### src/rtl/nbmt_pkg.sv
package nbmt_pkg;

   // Outcome of the request presented in the current cycle
   typedef enum logic [2:0] {
      K_IDLE,
      K_RD_FWD,
      K_RD_HIT,
      K_RD_MERGE,
      K_RD_ALLOC,
      K_RD_STALL,
      K_WR_PUSH,
      K_WR_STALL
   } req_kind_e;

endpackage

### src/rtl/nbmt_pick.sv
// Lowest-index set bit finder.
module nbmt_pick #(
   parameter int N = 4,
   localparam int IW = (N > 1) ? $clog2(N) : 1
) (
   input  logic [N-1:0]  vec,
   output logic          found,
   output logic [IW-1:0] idx
);

   generate
      if (N == 1) begin : g_one
         assign found = vec[0];
         assign idx   = '0;
      end else begin : g_many
         always_comb begin
            found = 1'b0;
            idx   = '0;
            for (int i = N - 1; i >= 0; i--) begin
               if (vec[i]) begin
                  found = 1'b1;
                  idx   = IW'(i);
               end
            end
         end
      end
   endgenerate

endmodule

### src/rtl/nbmt_wbuf.sv
// In-order write buffer with youngest-match read forwarding.
module nbmt_wbuf #(
   parameter int AW    = 8,
   parameter int DW    = 16,
   parameter int DEPTH = 4
) (
   input  logic          clk,
   input  logic          rst_n,
   input  logic          push,
   input  logic [AW-1:0] push_addr,
   input  logic [DW-1:0] push_data,
   output logic          full,
   output logic          out_valid,
   input  logic          out_ready,
   output logic [AW-1:0] out_addr,
   output logic [DW-1:0] out_data,
   input  logic [AW-1:0] look_addr,
   output logic          look_hit,
   output logic [DW-1:0] look_data
);

   localparam int CW = $clog2(DEPTH + 1);

   logic [AW-1:0] a_q [DEPTH];
   logic [DW-1:0] d_q [DEPTH];
   logic [CW-1:0] cnt_q;
   logic [CW-1:0] tgt;
   logic          pop;

   assign out_valid = (cnt_q != '0);
   assign full      = (cnt_q == CW'(DEPTH));
   assign out_addr  = a_q[0];
   assign out_data  = d_q[0];
   assign pop       = out_valid && out_ready;
   assign tgt       = cnt_q - CW'(pop);

   always_ff @(posedge clk or negedge rst_n) begin
      if (!rst_n) cnt_q <= '0;
      else        cnt_q <= cnt_q + CW'(push) - CW'(pop);
   end

   // slot 0 is the oldest; a pop shifts every slot down by one
   always_ff @(posedge clk) begin
      for (int i = 0; i < DEPTH; i++) begin
         if (push && tgt == CW'(i)) begin
            a_q[i] <= push_addr;
            d_q[i] <= push_data;
         end else if (pop && i < DEPTH - 1) begin
            a_q[i] <= a_q[(i == DEPTH - 1) ? i : i + 1];
            d_q[i] <= d_q[(i == DEPTH - 1) ? i : i + 1];
         end
      end
   end

   // later slots are younger, so the last match wins
   always_comb begin
      look_hit  = 1'b0;
      look_data = '0;
      for (int i = 0; i < DEPTH; i++) begin
         if (CW'(i) < cnt_q && a_q[i] == look_addr) begin
            look_hit  = 1'b1;
            look_data = d_q[i];
         end
      end
   end

   p_no_overflow_r7: assert property (@(posedge clk) disable iff (!rst_n)
      push |-> !full);

   p_drain_hold_r8: assert property (@(posedge clk) disable iff (!rst_n)
      (out_valid && !out_ready) |=>
         (out_valid && $stable(out_addr) && $stable(out_data)));

endmodule

### src/rtl/nbmt_mshr.sv
// Miss entry file: lookup, allocation, join, issue queue, reply completion.
module nbmt_mshr #(
   parameter int AW = 8,
   parameter int DW = 16,
   parameter int TW = 2,
   parameter int N  = 4,
   localparam int IW = $clog2(N),
   localparam int NT = 1 << TW
) (
   input  logic          clk,
   input  logic          rst_n,
   input  logic [AW-1:0] look_addr,
   output logic          look_match,
   output logic [IW-1:0] look_idx,
   output logic          full,
   input  logic          alloc,
   input  logic [AW-1:0] alloc_addr,
   input  logic [TW-1:0] alloc_tag,
   input  logic          merge,
   input  logic [IW-1:0] merge_idx,
   input  logic [TW-1:0] merge_tag,
   output logic          mem_rd_valid,
   input  logic          mem_rd_ready,
   output logic [AW-1:0] mem_rd_addr,
   output logic [IW-1:0] mem_rd_id,
   input  logic          mem_rsp_valid,
   input  logic [IW-1:0] mem_rsp_id,
   input  logic [DW-1:0] mem_rsp_data,
   output logic          fill_valid,
   output logic [AW-1:0] fill_addr,
   output logic [DW-1:0] fill_data,
   output logic [NT-1:0] fill_wake
);

   logic [N-1:0]  v_q, iss_q;
   logic [AW-1:0] addr_q [N];
   logic [NT-1:0] wait_q [N];
   logic [IW-1:0] q_idx  [N];
   logic [IW-1:0] rp_q, wp_q;
   logic [IW:0]   qc_q;
   logic [N-1:0]  match_vec;
   logic          free_found;
   logic [IW-1:0] free_idx;
   logic          ipop;
   logic [NT-1:0] merge_bit, alloc_bit;

   function automatic logic [IW-1:0] nxt(input logic [IW-1:0] p);
      return (p == IW'(N - 1)) ? '0 : p + IW'(1);
   endfunction

   genvar g;
   generate
      for (g = 0; g < N; g++) begin : g_match
         assign match_vec[g] = v_q[g] && (addr_q[g] == look_addr);
      end
   endgenerate

   nbmt_pick #(.N(N)) u_match (.vec(match_vec), .found(look_match), .idx(look_idx));
   nbmt_pick #(.N(N)) u_free  (.vec(~v_q),      .found(free_found), .idx(free_idx));

   assign full         = !free_found;
   assign mem_rd_valid = (qc_q != '0);
   assign mem_rd_id    = q_idx[rp_q];
   assign mem_rd_addr  = addr_q[q_idx[rp_q]];
   assign ipop         = mem_rd_valid && mem_rd_ready;
   assign merge_bit    = NT'(1) << merge_tag;
   assign alloc_bit    = NT'(1) << alloc_tag;

   always_ff @(posedge clk or negedge rst_n) begin
      if (!rst_n) begin
         v_q        <= '0;
         iss_q      <= '0;
         rp_q       <= '0;
         wp_q       <= '0;
         qc_q       <= '0;
         fill_valid <= 1'b0;
      end else begin
         for (int i = 0; i < N; i++) begin
            if (mem_rsp_valid && mem_rsp_id == IW'(i)) begin
               v_q[i]   <= 1'b0;
               iss_q[i] <= 1'b0;
            end else if (alloc && free_idx == IW'(i)) begin
               v_q[i]   <= 1'b1;
               iss_q[i] <= 1'b0;
            end else if (ipop && mem_rd_id == IW'(i)) begin
               iss_q[i] <= 1'b1;
            end
         end
         if (alloc) wp_q <= nxt(wp_q);
         if (ipop)  rp_q <= nxt(rp_q);
         qc_q       <= qc_q + (IW+1)'(alloc) - (IW+1)'(ipop);
         fill_valid <= mem_rsp_valid;
      end
   end

   always_ff @(posedge clk) begin
      if (alloc) begin
         addr_q[free_idx] <= alloc_addr;
         q_idx[wp_q]      <= free_idx;
      end
      for (int i = 0; i < N; i++) begin
         if (alloc && free_idx == IW'(i))
            wait_q[i] <= alloc_bit;
         else if (merge && merge_idx == IW'(i) &&
                  !(mem_rsp_valid && mem_rsp_id == IW'(i)))
            wait_q[i] <= wait_q[i] | merge_bit;
      end
      if (mem_rsp_valid) begin
         fill_addr <= addr_q[mem_rsp_id];
         fill_data <= mem_rsp_data;
         fill_wake <= wait_q[mem_rsp_id] |
                      ((merge && merge_idx == mem_rsp_id) ? merge_bit : '0);
      end
   end

   p_reply_live_r6: assert property (@(posedge clk) disable iff (!rst_n)
      mem_rsp_valid |-> (v_q[mem_rsp_id] && iss_q[mem_rsp_id]));

   p_fill_wake_r6: assert property (@(posedge clk) disable iff (!rst_n)
      fill_valid |-> (fill_wake != '0));

   p_no_dup_r5: assert property (@(posedge clk) disable iff (!rst_n)
      alloc |-> !look_match);

   p_issue_hold_r11: assert property (@(posedge clk) disable iff (!rst_n)
      (mem_rd_valid && !mem_rd_ready) |=>
         (mem_rd_valid && $stable(mem_rd_id) && $stable(mem_rd_addr)));

   p_queue_bound_r4: assert property (@(posedge clk) disable iff (!rst_n)
      qc_q <= (IW+1)'(N));

endmodule

### src/rtl/nb_miss_tracker.sv
module nb_miss_tracker
   import nbmt_pkg::*;
#(
   parameter int ADDR_W   = 8,
   parameter int DATA_W   = 16,
   parameter int TAG_W    = 2,
   parameter int N_ENT    = 4,
   parameter int WB_DEPTH = 4,
   localparam int IW = $clog2(N_ENT),
   localparam int NT = 1 << TAG_W
) (
   input  logic              clk,
   input  logic              rst_n,
   input  logic              req_valid,
   output logic              req_ready,
   input  logic              req_write,
   input  logic [ADDR_W-1:0] req_addr,
   input  logic [DATA_W-1:0] req_wdata,
   input  logic [TAG_W-1:0]  req_tag,
   input  logic              req_hit,
   input  logic [DATA_W-1:0] req_hit_data,
   output logic              hit_valid,
   output logic [TAG_W-1:0]  hit_tag,
   output logic [DATA_W-1:0] hit_data,
   output logic              mem_rd_valid,
   input  logic              mem_rd_ready,
   output logic [ADDR_W-1:0] mem_rd_addr,
   output logic [IW-1:0]     mem_rd_id,
   input  logic              mem_rsp_valid,
   input  logic [IW-1:0]     mem_rsp_id,
   input  logic [DATA_W-1:0] mem_rsp_data,
   output logic              mem_wr_valid,
   input  logic              mem_wr_ready,
   output logic [ADDR_W-1:0] mem_wr_addr,
   output logic [DATA_W-1:0] mem_wr_data,
   output logic              fill_valid,
   output logic [ADDR_W-1:0] fill_addr,
   output logic [DATA_W-1:0] fill_data,
   output logic [NT-1:0]     fill_wake
);

   generate
      if (N_ENT < 2 || N_ENT > 16) begin : g_bad_ent
         $error("N_ENT must lie in 2..16");
      end
      if (WB_DEPTH < 1 || WB_DEPTH > 32) begin : g_bad_wb
         $error("WB_DEPTH must lie in 1..32");
      end
      if (TAG_W < 1 || TAG_W > 5) begin : g_bad_tag
         $error("TAG_W must lie in 1..5");
      end
   endgenerate

   req_kind_e         kind;
   logic              wb_full, wb_hit;
   logic [DATA_W-1:0] wb_data;
   logic              ms_match, ms_full;
   logic [IW-1:0]     ms_idx;

   nbmt_wbuf #(.AW(ADDR_W), .DW(DATA_W), .DEPTH(WB_DEPTH)) u_wbuf (
      .clk       (clk),
      .rst_n     (rst_n),
      .push      (kind == K_WR_PUSH),
      .push_addr (req_addr),
      .push_data (req_wdata),
      .full      (wb_full),
      .out_valid (mem_wr_valid),
      .out_ready (mem_wr_ready),
      .out_addr  (mem_wr_addr),
      .out_data  (mem_wr_data),
      .look_addr (req_addr),
      .look_hit  (wb_hit),
      .look_data (wb_data)
   );

   nbmt_mshr #(.AW(ADDR_W), .DW(DATA_W), .TW(TAG_W), .N(N_ENT)) u_mshr (
      .clk           (clk),
      .rst_n         (rst_n),
      .look_addr     (req_addr),
      .look_match    (ms_match),
      .look_idx      (ms_idx),
      .full          (ms_full),
      .alloc         (kind == K_RD_ALLOC),
      .alloc_addr    (req_addr),
      .alloc_tag     (req_tag),
      .merge         (kind == K_RD_MERGE),
      .merge_idx     (ms_idx),
      .merge_tag     (req_tag),
      .mem_rd_valid  (mem_rd_valid),
      .mem_rd_ready  (mem_rd_ready),
      .mem_rd_addr   (mem_rd_addr),
      .mem_rd_id     (mem_rd_id),
      .mem_rsp_valid (mem_rsp_valid),
      .mem_rsp_id    (mem_rsp_id),
      .mem_rsp_data  (mem_rsp_data),
      .fill_valid    (fill_valid),
      .fill_addr     (fill_addr),
      .fill_data     (fill_data),
      .fill_wake     (fill_wake)
   );

   // buffered writes outrank the cache; joins outrank allocation
   always_comb begin
      kind = K_IDLE;
      if (req_valid) begin
         if (req_write)     kind = wb_full ? K_WR_STALL : K_WR_PUSH;
         else if (wb_hit)   kind = K_RD_FWD;
         else if (req_hit)  kind = K_RD_HIT;
         else if (ms_match) kind = K_RD_MERGE;
         else if (ms_full)  kind = K_RD_STALL;
         else               kind = K_RD_ALLOC;
      end
   end

   assign req_ready = (kind != K_RD_STALL) && (kind != K_WR_STALL);

   always_ff @(posedge clk or negedge rst_n) begin
      if (!rst_n) hit_valid <= 1'b0;
      else        hit_valid <= (kind == K_RD_FWD) || (kind == K_RD_HIT);
   end

   always_ff @(posedge clk) begin
      hit_tag  <= req_tag;
      hit_data <= (kind == K_RD_FWD) ? wb_data : req_hit_data;
   end

   p_hit_answer_r2: assert property (@(posedge clk) disable iff (!rst_n)
      (req_valid && !req_write && req_hit && req_ready) |=> hit_valid);

   p_write_stall_r7: assert property (@(posedge clk) disable iff (!rst_n)
      (req_valid && req_write && !req_ready) |-> mem_wr_valid);

endmodule

### config.mk
export PLATFORM = sky130hd
export DESIGN_NAME = nb_miss_tracker
export DESIGN_NICKNAME = d
export VERILOG_FILES = /design/src/rtl/nbmt_pkg.sv /design/src/rtl/nbmt_pick.sv /design/src/rtl/nbmt_wbuf.sv /design/src/rtl/nbmt_mshr.sv /design/src/rtl/nb_miss_tracker.sv
export SDC_FILE = /design/constraint.sdc
export NUM_CORES = 1
export LEC_CHECK = 0
export ABC_AREA = 1
export BUFFER_PORTS_ARGS = -buffer_cell sky130_fd_sc_hd__buf_2
export CAP_MARGIN = 20
export CORE_MARGIN = 3
export CORE_UTILIZATION = 50
export CTS_CLUSTER_SIZE = 8
export DETAILED_ROUTE_END_ITERATION = 10
export HOLD_SLACK_MARGIN = 0.03
export PLACE_DENSITY = 0.71
export SLEW_MARGIN = 20
export SYNTH_ARGS = -nofsm -noshare
export SYNTH_HDL_FRONTEND = slang
export SYNTH_SLANG_ARGS = --single-unit
### constraint.sdc
create_clock -name clk -period 5.9 [get_ports clk]
set_clock_uncertainty 0.1 [all_clocks]
set_input_delay 1.18 -clock clk [delete_from_list [all_inputs] [get_ports clk]]
set_output_delay 1.18 -clock clk [all_outputs]
set_load 0.005 [all_outputs]
==> impl_metrics.json <==
{
  "use_met2_pct": 40.2,
  "grt_pass1_wl_mm": 46.3,
  "ys_types": 45,
  "synth_xor_area_share_pct": 1.70,
  "critPathMaxStageDelay_ps": 400,
  "synth_top_family_by_area": "simple AND/OR/NAND/NOR gates",
  "grt_busiest_layer": "met2",
  "endpoint_kind": "primary output",
  "vias": 8928,
  "grtUsageMet1_pct": 33.9,
  "antenna_found_initial": 0,
  "min_period_over_period_pct": 77.6,
  "path_clk_slew_ps": 50,
  "wire_per_inst_um": 18.2,
  "leakagePower_nw": 5.69,
  "viasPerCell": 5.52,
  "avgSynthCellArea_sq_um": 9.23,
  "dieArea_sq_mm": 0.0234,
  "drive_above_1_share_pct": 17.4,
  "synthAdderAreaFrac_pct": 1.87,
  "synth_ff_type": "edfxtp_1",
  "cts_buffers": 30,
  "fmax_ghz": 0.218,
  "hold_buffers": 0,
  "path_cells": "buf_2 -> inv_1 -> nand2_1 -> o21ai_0 -> nor2_1 -> nand3_1 -> nor2_4 -> nor2_4 -> nand2_2 -> nor2_1 -> nand2_1 -> nand2_4 -> inv_1 -> nand2_1 -> buf_2",
  "grt_pass1_vias": 8588,
  "port_buffers": 152,
  "finalCriticalPeriod_ps": 4580,
  "drtAntennaViolNets": 0,
  "status": "finished clean",
  "drv_slew": 0,
  "crit_buf_inv": 4,
  "io_pins": 153,
  "die_h_um": 153,
  "dr.pass1.iters": 6,
  "nets": 1400,
  "ys_ff_latch": 214,
  "hold_viol": 0,
  "fp.dieW_um": 153,
  "rows": 53,
  "required_ps": 4620,
  "finalPower_mw": 5.02,
  "overflow": 0,
  "finalSetupTns_ps": 0,
  "drtIter0Drc": 912,
  "synthSimpleGateAreaFrac_pct": 26.2,
  "irDropWorstVdd_mv": 0.247,
  "setup_viol": 0,
  "crit_path_top_delay_cell": "nor2_4",
  "cts_buffer_depth": 3,
  "grt_use_met3_pct": 4.95,
  "crit_arrival_ps": 3300,
  "cts_resized": 0,
  "synthesis.nets": 1255,
  "h-tree-depth": 1,
  "hold_path.class": "reg2reg",
  "cts_sinks": 214,
  "grt_usage_pct": 24.7,
  "core_region_area_sq_mm": 0.0212,
  "grt_max_degree": 77,
  "path_delay_family": "simple AND/OR/NAND/NOR gates",
  "area_growth_pct": 16.3,
  "async_reset_ff_share_pct": 7.48,
  "fillers": 1836,
  "cts_tree": "yes",
  "cp-start-kind": "input pin",
  "syn_inst": 1172,
  "syn-cell-area_sq_mm": 0.0108,
  "powerDensity_mw_per_mm2": 399,
  "path_class": "in2out",
  "muxShareOfSynthArea_pct": 0,
  "cpMostUsedCell": "nand2_1",
  "post_cts_buffers": 0,
  "n_antenna_cell": 0,
  "drc": 0,
  "synth_compound_area_share_pct": 6.98,
  "synth-edff-count": 180,
  "dpl.hpwl_mm": 20.7,
  "cts-root-buf": "clkbuf_16",
  "rsz0062_at_grt": "false",
  "max-cap-violations": 0,
  "synth_warnings": 0,
  "routabilityCongestion": 0.953,
  "ys_seq_area_share_pct": 57.0,
  "wirelength_mm": 29.4,
  "tightest_slew_ps": 1120,
  "critPathMaxFanout": 17,
  "slew_headroom_pct": 25.1,
  "start_util_pct": 51.2,
  "worstSkewPairLatency_ps": 560
}
## cell type report
type                            instances  area, sq um  share of cell area (%)
Timing Repair Buffer                  159          813                    6.47
Clock inverter                          1         30.0                   0.239
Tap cell                              275          344                    2.74
Multi-Input combinational cell        806         3980                    31.6
Clock buffer                           55          845                    6.71
Inverter                              106          403                    3.20
Sequential cell                       214         6170                    49.0
## Yosys cell counts, types with 3 or more instances
cell / count / share of area [%]
nor3_1: 9 / 0.42
buf_6: 9 / 0.94
a22oi_1: 11 / 0.76
dfrtp_1: 16 / 3.7
o21ai_1: 19 / 0.88
o21ai_0: 42 / 1.9
o221ai_1: 5 / 0.40
a22o_1: 4 / 0.32
nor2_2: 6 / 0.35
nor2_1: 74 / 2.6
nand3b_1: 3 / 0.21
ha_1: 13 / 1.5
a21oi_1: 14 / 0.65
xnor2_1: 13 / 1.1
dfxtp_1: 18 / 3.3
a221oi_1: 4 / 0.32
a31oi_1: 6 / 0.35
xor2_1: 8 / 0.65
nand2_1: 398 / 14
nand4_4: 3 / 0.59
o22ai_1: 14 / 0.81
nand3_1: 125 / 5.8
clkbuf_1: 20 / 0.69
buf_2: 9 / 0.42
edfxtp_1: 180 / 50
nand2_4: 5 / 0.52
nand2_2: 6 / 0.35
buf_4: 7 / 0.49
nor2_4: 4 / 0.42
inv_1: 95 / 3.3
inv_2: 9 / 0.31
nand4_1: 5 / 0.29
## stage by stage
stage          hold WS, ps  instances  setup slack [ps]  instance area, sq um  util [%]
6_report               396       1616              1320                 12600      59.5
5_1_grt                417       1616              1090                 12600      59.5
4_1_cts                395       1616              1330                 12600      59.5
3_5_place_dp           384       1560               994                 11700      55.3
3_3_place_gp           392       1560              1100                 11700      55.3
2_1_floorplan          359       1172              1650                 10800         -
## metal layers
metal,up-vias,share of wire [%]
met4,0,2.8
met3,71,9.4
met5,-,0
met1,4145,41
li1,4239,-
met2,473,47
## power by group
group / total [mW] / switching [mW] / internal (mW)
logic: 1.26 / 0.830 / 0.427
registers: 2.18 / 0.184 / 1.99
clock network: 1.58 / 0.630 / 0.954
total: 5.02 / 1.64 / 3.37
## worst paths after layout
| path | from | endpoint | slack [ps] | cells after the start |
|---|---|---|---|---|
| max reg2reg | u_wbuf.cnt_q[1]$_DFF_PN0_ | u_mshr.qc_q[2]$_DFF_PN0_ | 1680 | 22 |
| max in group asynchronous | rst_n | u_mshr.qc_q[2]$_DFF_PN0_ | 4920 | 1 |
| max | req_addr[2] | req_ready | 1320 | 15 |
| min in group asynchronous | rst_n | u_wbuf.cnt_q[0]$_DFF_PN0_ | 460 | 1 |
| min | u_mshr.qc_q[0]$_DFF_PN0_ | u_mshr.qc_q[0]$_DFF_PN0_ | 400 | 1 |
| min reg2reg | u_mshr.qc_q[0]$_DFF_PN0_ | u_mshr.qc_q[0]$_DFF_PN0_ | 400 | 1 |
## cell families (layout without fill, tap and decap cells)
logic type      after synthesis  in the layout
fa+ha+maj                    15             15
flops                       214            214
compound gates              124            124
buf+inv                     152            321
simple gates                646            646
xor+xnor                     21             21
## layout by cell type, fill, tap and decap left out, drive strengths merged, types with 2 or more instances in the layout
cell type  count
nor2          86
nand4          8
ha            13
o32ai          2
nand2        409
a21oi         15
a31oi          6
clkbuf        55
edfxtp       180
a22o           4
a22oi         11
xnor2         13
nand3        127
fa             2
o22ai         14
nor3           9
dfrtp         16
a221oi         4
buf          159
dfxtp         18
o221ai         5
xor2           8
nor3b          2
nand3b         3
o21ai         62
inv          106
## sequential cells by signal (all words and copies together), names as in the netlist, 3 cells and up
signal and count:
u_mshr.fill_data 16, u_mshr.addr_q 32, u_wbuf.a_q 32, u_mshr.q_idx 8, u_mshr.fill_wake 4, u_mshr.v_q 4, u_mshr.qc_q 3, u_mshr.fill_addr 8
hit_data 16, u_mshr.wait_q 16, u_wbuf.d_q 64, u_wbuf.cnt_q 3
Note: power is estimated with default switching activity, not from simulation.
